File: src/rtl/ycc2rgb_pkg.sv
package ycc2rgb_pkg;
    localparam int FRAC_BITS = 11;
    localparam int COEF_W    = 14;   // signed width holding the largest weight
    localparam int W_LUMA    = 2384; // 1.164
    localparam int W_CR_R    = 3269; // 1.596
    localparam int W_CR_G    = 1665; // 0.813
    localparam int W_CB_G    = 803;  // 0.392
    localparam int W_CB_B    = 4131; // 2.017
    localparam int HALF_LSB  = 1 << (FRAC_BITS - 1);
endpackage

File: src/rtl/ycc_offset_stage.sv
module ycc_offset_stage #(
    parameter int DATA_W = 8,
    parameter int SW     = DATA_W + 2
) (
    input  logic                     clk,
    input  logic                     rst,
    input  logic                     in_valid,
    input  logic [DATA_W-1:0]        in_y,
    input  logic [DATA_W-1:0]        in_cr,
    input  logic [DATA_W-1:0]        in_cb,
    output logic                     s1_valid,
    output logic signed [SW-1:0]     s1_y,
    output logic signed [SW-1:0]     s1_cr,
    output logic signed [SW-1:0]     s1_cb
);
    localparam logic signed [SW-1:0] LUMA_OFF   = SW'(16  << (DATA_W - 8));
    localparam logic signed [SW-1:0] CHROMA_OFF = SW'(128 << (DATA_W - 8));

    typedef struct packed {
        logic                 v;
        logic signed [SW-1:0] y;
        logic signed [SW-1:0] cr;
        logic signed [SW-1:0] cb;
    } ofs_t;

    ofs_t st_d, st_q;

    always_comb begin
        st_d.v  = in_valid;
        st_d.y  = $signed({2'b00, in_y})  - LUMA_OFF;
        st_d.cr = $signed({2'b00, in_cr}) - CHROMA_OFF;
        st_d.cb = $signed({2'b00, in_cb}) - CHROMA_OFF;
    end

    always_ff @(posedge clk) begin
        if (rst) st_q <= '0;
        else     st_q <= st_d;
    end

    assign s1_valid = st_q.v;
    assign s1_y     = st_q.y;
    assign s1_cr    = st_q.cr;
    assign s1_cb    = st_q.cb;
endmodule

File: src/rtl/ycc_weight_stage.sv
module ycc_weight_stage
    import ycc2rgb_pkg::*;
#(
    parameter int SW = 10,
    parameter int PW = SW + COEF_W
) (
    input  logic                  clk,
    input  logic                  rst,
    input  logic                  s1_valid,
    input  logic signed [SW-1:0]  s1_y,
    input  logic signed [SW-1:0]  s1_cr,
    input  logic signed [SW-1:0]  s1_cb,
    output logic                  s2_valid,
    output logic signed [PW-1:0]  p_luma,
    output logic signed [PW-1:0]  p_cr_r,
    output logic signed [PW-1:0]  p_cr_g,
    output logic signed [PW-1:0]  p_cb_g,
    output logic signed [PW-1:0]  p_cb_b
);
    localparam logic signed [PW-1:0] K_LUMA = PW'(W_LUMA);
    localparam logic signed [PW-1:0] K_CR_R = PW'(W_CR_R);
    localparam logic signed [PW-1:0] K_CR_G = PW'(W_CR_G);
    localparam logic signed [PW-1:0] K_CB_G = PW'(W_CB_G);
    localparam logic signed [PW-1:0] K_CB_B = PW'(W_CB_B);

    typedef struct packed {
        logic                 v;
        logic signed [PW-1:0] luma;
        logic signed [PW-1:0] cr_r;
        logic signed [PW-1:0] cr_g;
        logic signed [PW-1:0] cb_g;
        logic signed [PW-1:0] cb_b;
    } prod_t;

    prod_t st_d, st_q;
    logic signed [PW-1:0] y_x, cr_x, cb_x;

    always_comb begin
        y_x       = PW'(s1_y);
        cr_x      = PW'(s1_cr);
        cb_x      = PW'(s1_cb);
        st_d.v    = s1_valid;
        st_d.luma = y_x  * K_LUMA;
        st_d.cr_r = cr_x * K_CR_R;
        st_d.cr_g = cr_x * K_CR_G;
        st_d.cb_g = cb_x * K_CB_G;
        st_d.cb_b = cb_x * K_CB_B;
    end

    always_ff @(posedge clk) begin
        if (rst) st_q <= '0;
        else     st_q <= st_d;
    end

    assign s2_valid = st_q.v;
    assign p_luma   = st_q.luma;
    assign p_cr_r   = st_q.cr_r;
    assign p_cr_g   = st_q.cr_g;
    assign p_cb_g   = st_q.cb_g;
    assign p_cb_b   = st_q.cb_b;
endmodule

File: src/rtl/ycc_round_clamp.sv
module ycc_round_clamp
    import ycc2rgb_pkg::*;
#(
    parameter int DATA_W = 8,
    parameter int AW     = 26
) (
    input  logic signed [AW-1:0] acc,
    output logic [DATA_W-1:0]    val
);
    localparam logic signed [AW-1:0] RND   = AW'(HALF_LSB);
    localparam logic signed [AW-1:0] TOP_S = AW'((1 << DATA_W) - 1);

    logic signed [AW-1:0] biased, scaled;

    always_comb begin
        biased = acc + RND;
        scaled = biased >>> FRAC_BITS;
        if (scaled < 0)          val = '0;
        else if (scaled > TOP_S) val = '1;
        else                     val = DATA_W'(scaled);
    end
endmodule

File: src/rtl/ycc2rgb.sv
module ycc2rgb
    import ycc2rgb_pkg::*;
#(
    parameter int DATA_W = 8
) (
    input  logic              clk,
    input  logic              rst,
    input  logic              in_valid,
    input  logic [DATA_W-1:0] in_y,
    input  logic [DATA_W-1:0] in_cr,
    input  logic [DATA_W-1:0] in_cb,
    output logic              out_valid,
    output logic [DATA_W-1:0] out_r,
    output logic [DATA_W-1:0] out_g,
    output logic [DATA_W-1:0] out_b
);
    localparam int SW     = DATA_W + 2;
    localparam int PW     = SW + COEF_W;
    localparam int AW     = PW + 2;
    localparam int N_CHAN = 3;

    logic                 s1_valid, s2_valid;
    logic signed [SW-1:0] s1_y, s1_cr, s1_cb;
    logic signed [PW-1:0] p_luma, p_cr_r, p_cr_g, p_cb_g, p_cb_b;
    logic signed [AW-1:0] acc   [N_CHAN];
    logic [DATA_W-1:0]    clamp [N_CHAN];

    ycc_offset_stage #(.DATA_W(DATA_W), .SW(SW)) u_ofs (
        .clk(clk), .rst(rst), .in_valid(in_valid),
        .in_y(in_y), .in_cr(in_cr), .in_cb(in_cb),
        .s1_valid(s1_valid), .s1_y(s1_y), .s1_cr(s1_cr), .s1_cb(s1_cb)
    );

    ycc_weight_stage #(.SW(SW), .PW(PW)) u_wgt (
        .clk(clk), .rst(rst), .s1_valid(s1_valid),
        .s1_y(s1_y), .s1_cr(s1_cr), .s1_cb(s1_cb),
        .s2_valid(s2_valid), .p_luma(p_luma), .p_cr_r(p_cr_r),
        .p_cr_g(p_cr_g), .p_cb_g(p_cb_g), .p_cb_b(p_cb_b)
    );

    always_comb begin
        acc[0] = AW'(p_luma) + AW'(p_cr_r);
        acc[1] = AW'(p_luma) - AW'(p_cr_g) - AW'(p_cb_g);
        acc[2] = AW'(p_luma) + AW'(p_cb_b);
    end

    for (genvar c = 0; c < N_CHAN; c++) begin : g_chan
        ycc_round_clamp #(.DATA_W(DATA_W), .AW(AW)) u_rc (
            .acc(acc[c]), .val(clamp[c])
        );
    end

    typedef struct packed {
        logic              v;
        logic [DATA_W-1:0] r;
        logic [DATA_W-1:0] g;
        logic [DATA_W-1:0] b;
    } pix_t;

    pix_t out_d, out_q;

    always_comb begin
        out_d.v = s2_valid;
        out_d.r = clamp[0];
        out_d.g = clamp[1];
        out_d.b = clamp[2];
    end

    always_ff @(posedge clk) begin
        if (rst) out_q <= '0;
        else     out_q <= out_d;
    end

    assign out_valid = out_q.v;
    assign out_r     = out_q.r;
    assign out_g     = out_q.g;
    assign out_b     = out_q.b;
endmodule

File: config.mk
export PLATFORM = sky130hd
export DESIGN_NAME = ycc2rgb
export DESIGN_NICKNAME = d
export VERILOG_FILES = /design/src/rtl/ycc2rgb_pkg.sv /design/src/rtl/ycc_offset_stage.sv /design/src/rtl/ycc_weight_stage.sv /design/src/rtl/ycc_round_clamp.sv /design/src/rtl/ycc2rgb.sv
export SDC_FILE = /design/constraint.sdc
export NUM_CORES = 1
export LEC_CHECK = 0
export BUFFER_PORTS_ARGS = -buffer_cell sky130_fd_sc_hd__buf_2
export CORE_UTILIZATION = 65
export CTS_BUF_LIST = sky130_fd_sc_hd__clkbuf_8
export DETAILED_ROUTE_END_ITERATION = 8
export PLACE_DENSITY_LB_ADDON = 0.25
export SLEW_MARGIN = 20
export SYNTH_ARGS = -nofsm -noshare
export SYNTH_HDL_FRONTEND = slang
export SYNTH_SLANG_ARGS = --single-unit
File: constraint.sdc
create_clock -name clk -period 6.2 [get_ports clk]
set_clock_uncertainty 0.15 [all_clocks]
set_input_delay 1.24 -clock clk [delete_from_list [all_inputs] [get_ports clk]]
set_output_delay 1.24 -clock clk [all_outputs]
set_load 0.01 [all_outputs]
==> summary.txt <==
Run status
  • Run status: finished, final reports clean

Global route
  • Met1 Use GR: approximately a third
  • Initial antenna violation count: 0
  • Grt met2 use: 44.3%
  • All-layer global routing usage: approximately a quarter
  • Vias in the first global route: 9475
  • Total congestion overflow: 0
  • Met3 Use GR: around 2.8%
  • Largest net degree at the start of global routing: 70
  • Top Usage Layer GRT: met2
  • Global-route wire length before repair: 44.3 mm

Clock network
  • TritonCTS buffer count: 17
  • Clock Sinks: between 100 and 150
  • Clock root cell: clkbuf_8
  • CTS tree: done
  • Max clock buf depth: 2
  • CTS HTree Levels: 4
  • Hold buffers post-CTS: 0
  • # resized after CTS: 0
  • Clk_lat worst skew: 0.45 ns
  • Reg clk slew, reported paths: ~0.09 ns
  • Post-CTS Setup Inserts: 0

STA
  • # setup viols final: 0
  • Final Hold Fails: 0
  • Hold WS: slightly above 0.3 ns
  • Slew at the pin with the worst max-slew slack: approximately 0.84 ns
  • Max Slew Vio Count: 0
  • Maximum clock rate: 0.184 GHz
  • Final min period: between 5 and 6 ns
  • Setup Total Neg Slack: 0 ns
  • Rel. slew slack: between 40 and 50%
  • RSZ-0062 raised after global routing: false
  • Fin crit share: 87.5%

Die
  • Chip Width: between 100 and 150 um
  • Core ar.: between 0.02 and 0.025 mm2
  • FP Rows: 52
  • I/O pin cnt: 52
  • Chip Height: 146 um
  • Die area: roughly 0.021 mm2
  • Initial core utilization: approximately two thirds

Setup path
  • Crit Path Category: register to register
  • Cell breakdown of the critical path: ha_1 -> fa_1 -> fa_1 -> inv_1 -> fa_1 -> ha_1 -> a31o_2 -> a21o_1 -> a21oi_1 -> o21ai_0 -> o41ai_1 -> o211ai_1 -> a21oi_1 -> xnor2_1 -> nor2_1
  • Slowest stage delay, CP: about 0.83 ns
  • Crit path max-delay cell type: dfxtp_1
  • R2R Path End: u_wgt.p_cb_g[19]
  • Reg2Reg Depth: 15
  • R2r setup slk: just under 0.8 ns
  • Crit-path max FO: 17
  • CP most frequent cell: fa_1
  • Worst path arrival time: 5.61 ns
  • Worst reg2reg startpoint: u_ofs.s1_cb[7]
  • Startpoint types: register
  • Required @ worst endpoint: ~6.4 ns
  • Crit end category: register

Place
  • Port bufs: between 50 and 60
  • HPWL after DPL: roughly 22 mm
  • Gpl congestion: ~0.90
  • Placement Cell Area: between 0.01 and 0.015 mm2

Yosys
  • Yosys cell types: roughly 60
  • Synth Flop Type: dfxtp_1
  • Syn_area_per_cell: approximately 9.3 um2
  • Synth async-reset ratio: 0%
  • Net count after synthesis: about 1900
  • Top cells by area, synth: ha_1 (33%), dfxtp_1 (21%), fa_1 (10%)
  • Mapped Area: ~0.013 mm2
  • Sequential area share after synthesis: a little over a fifth
  • Post-synth top area cell: ha_1
  • EDFF count, synth: 0
  • Ys Warns: 0
  • Top cell type's share of synthesized area: between 30% and 40%
  • #FFs+latches synth: around 140
  • Synth Instances: 1439

Pwr
  • Sw Pwr: ~1.7 mW
  • Sw Ratio: a little over two fifths
  • Power per standard cell area: roughly 290 mW/mm2
  • Comb pwr share: between 50% and 60%
  • Post-route total power: just over 4 mW
  • Clk network pwr share: 20.5%
  • Total leakage power: 7.79 nW
  • Sequential share of power: ~28%
  • P_int: about 2.4 mW
  • Worst VDD drop: between 0.2 and 0.3 mV

Route
  • Post-detailed-route wirelength per cell: roughly 15 um
  • Vias/cell: between 5 and 6
  • First-pass DRT Iterations: 4
  • Total number of vias: 9726
  • Starting DRT DRC Count: roughly 490
  • Final antenna-violating net count: 0
  • Total Routed Length: approximately 27 mm
  • DRC violations left: 0

Finish
  • Commonest non-fill, non-tap cell in the layout: ha_1
  • Nets: 1940
  • Layout area overhead: 7.30%
  • Finished Core Util: around 71%
  • Layout cell share with drive strength beyond 1: just under 8%
  • Ant diodes: 0
  • Finished Cell Area: approximately 0.014 mm2
  • Most frequent cells in the layout: ha_1 (351), inv_1 (234), dfxtp_1 (144)

Worst hold path
  • Min-delay worst type: register to register
  • Worst hold start: u_ofs.s1_valid
  • Hold Path Stages: 1
  • WHS Endpoint: u_wgt.s2_valid

Run
  • Max-cap violations: 0
cell usage after synthesis, types with 12 or more instances:
cell type and instances:
a21o_1 25, a21oi_1 77, a31oi_1 12, clkbuf_1 19, dfxtp_1 144, fa_1 70, ha_1 351, inv_1 234
nand2_1 50, nand3_1 15, nor2_1 108, nor2b_1 56, nor3_1 29, o21ai_0 31, xnor2_1 45, xor2_1 36
metal layers:
layer  up-vias  routed length, um
li1       4962                  -
met1      4566              12900
met2       165              12200
met3        33                891
met4         0                516
met5         -                  0
critical path: cells and delay by family (launching register included):
kind / cells / cell delay (ns)
buffers and inverters: 1 / 0.12
adder cells (fa/ha/maj): 5 / 2.09
XOR/XNOR: 1 / 0.14
AND/OR/NAND/NOR: 1 / 0.05
AO/OA/AOI/OAI: 7 / 1.92
flip-flops: 1 / 0.83
sequential cells by signal, indices dropped and copies added, names as in the netlist:
| register | count |
|---|---|
| out_b | 8 |
| out_g | 8 |
| out_r | 8 |
| out_valid | 1 |
| u_ofs.s1_cb | 8 |
| u_ofs.s1_cr | 8 |
| u_ofs.s1_valid | 1 |
| u_ofs.s1_y | 9 |
| u_wgt.p_cb_b | 23 |
| u_wgt.p_cb_g | 12 |
| u_wgt.p_cr_g | 21 |
| u_wgt.p_cr_r | 18 |
| u_wgt.p_luma | 18 |
| u_wgt.s2_valid | 1 |
worst max-delay path by stage:
stage / slack (ns) / endpoint / start
4_1_cts: 0.82 / u_wgt.p_cb_g[19] / u_ofs.s1_cb[7]
6_report: 0.77 / u_wgt.p_cb_g[19] / u_ofs.s1_cb[7]
5_1_grt: 0.43 / u_wgt.p_cb_g[19] / u_ofs.s1_cb[7]
3_5_place_dp: 0.82 / u_wgt.p_cb_g[19] / u_ofs.s1_cb[7]
2_1_floorplan: 1.41 / u_wgt.p_cb_g[19] / u_ofs.s1_cb[7]
3_3_place_gp: 0.93 / u_wgt.p_cb_g[19] / u_ofs.s1_cb[7]
area by class of cell:
cell class                 instances  area, um2
clock inverter                    15        206
clock buffer                      17        234
tap                              270        338
sequential                       144       2880
multi-input combinational       1042       9590
inverter                         234        878
fill                            1486       5830
timing repair buffer              53        273
stage by stage:
| stage | std cells | worst slack (ns) |
|---|---|---|
| 3_3_place_gp | 1743 | 0.931 |
| 2_1_floorplan | 1439 | 1.41 |
| 6_report | 1775 | 0.774 |
| 5_1_grt | 1775 | 0.430 |
| 3_5_place_dp | 1743 | 0.822 |
| 4_1_cts | 1775 | 0.817 |
logic make-up (layout without fill, tap and decap cells):
kind of cell / count (synthesis) / count (layout) / share of synthesized area, %
AO/OA/AOI/OAI: 218 / 218 / 10.8
XOR/XNOR: 81 / 81 / 5.28
adder cells (fa/ha/maj): 421 / 421 / 43.2
buffers and inverters: 253 / 319 / 7.07
flip-flops: 144 / 144 / 21.5
multiplexers: 5 / 5 / 0.382
AND/OR/NAND/NOR: 317 / 317 / 11.8
power groups by stage:
stage | clock, mW | combinational [mW] | sequential, mW
after floorplan | 0 | 1.60 | 1.15
after global routing | 0.891 | 2.40 | 1.15
final | 0.844 | 2.13 | 1.14
after CTS | 0.854 | 2.11 | 1.14
after global placement | 0 | 2.02 | 1.16
after detailed placement | 0 | 2.07 | 1.16
Note: power is estimated with default switching activity, not from simulation.
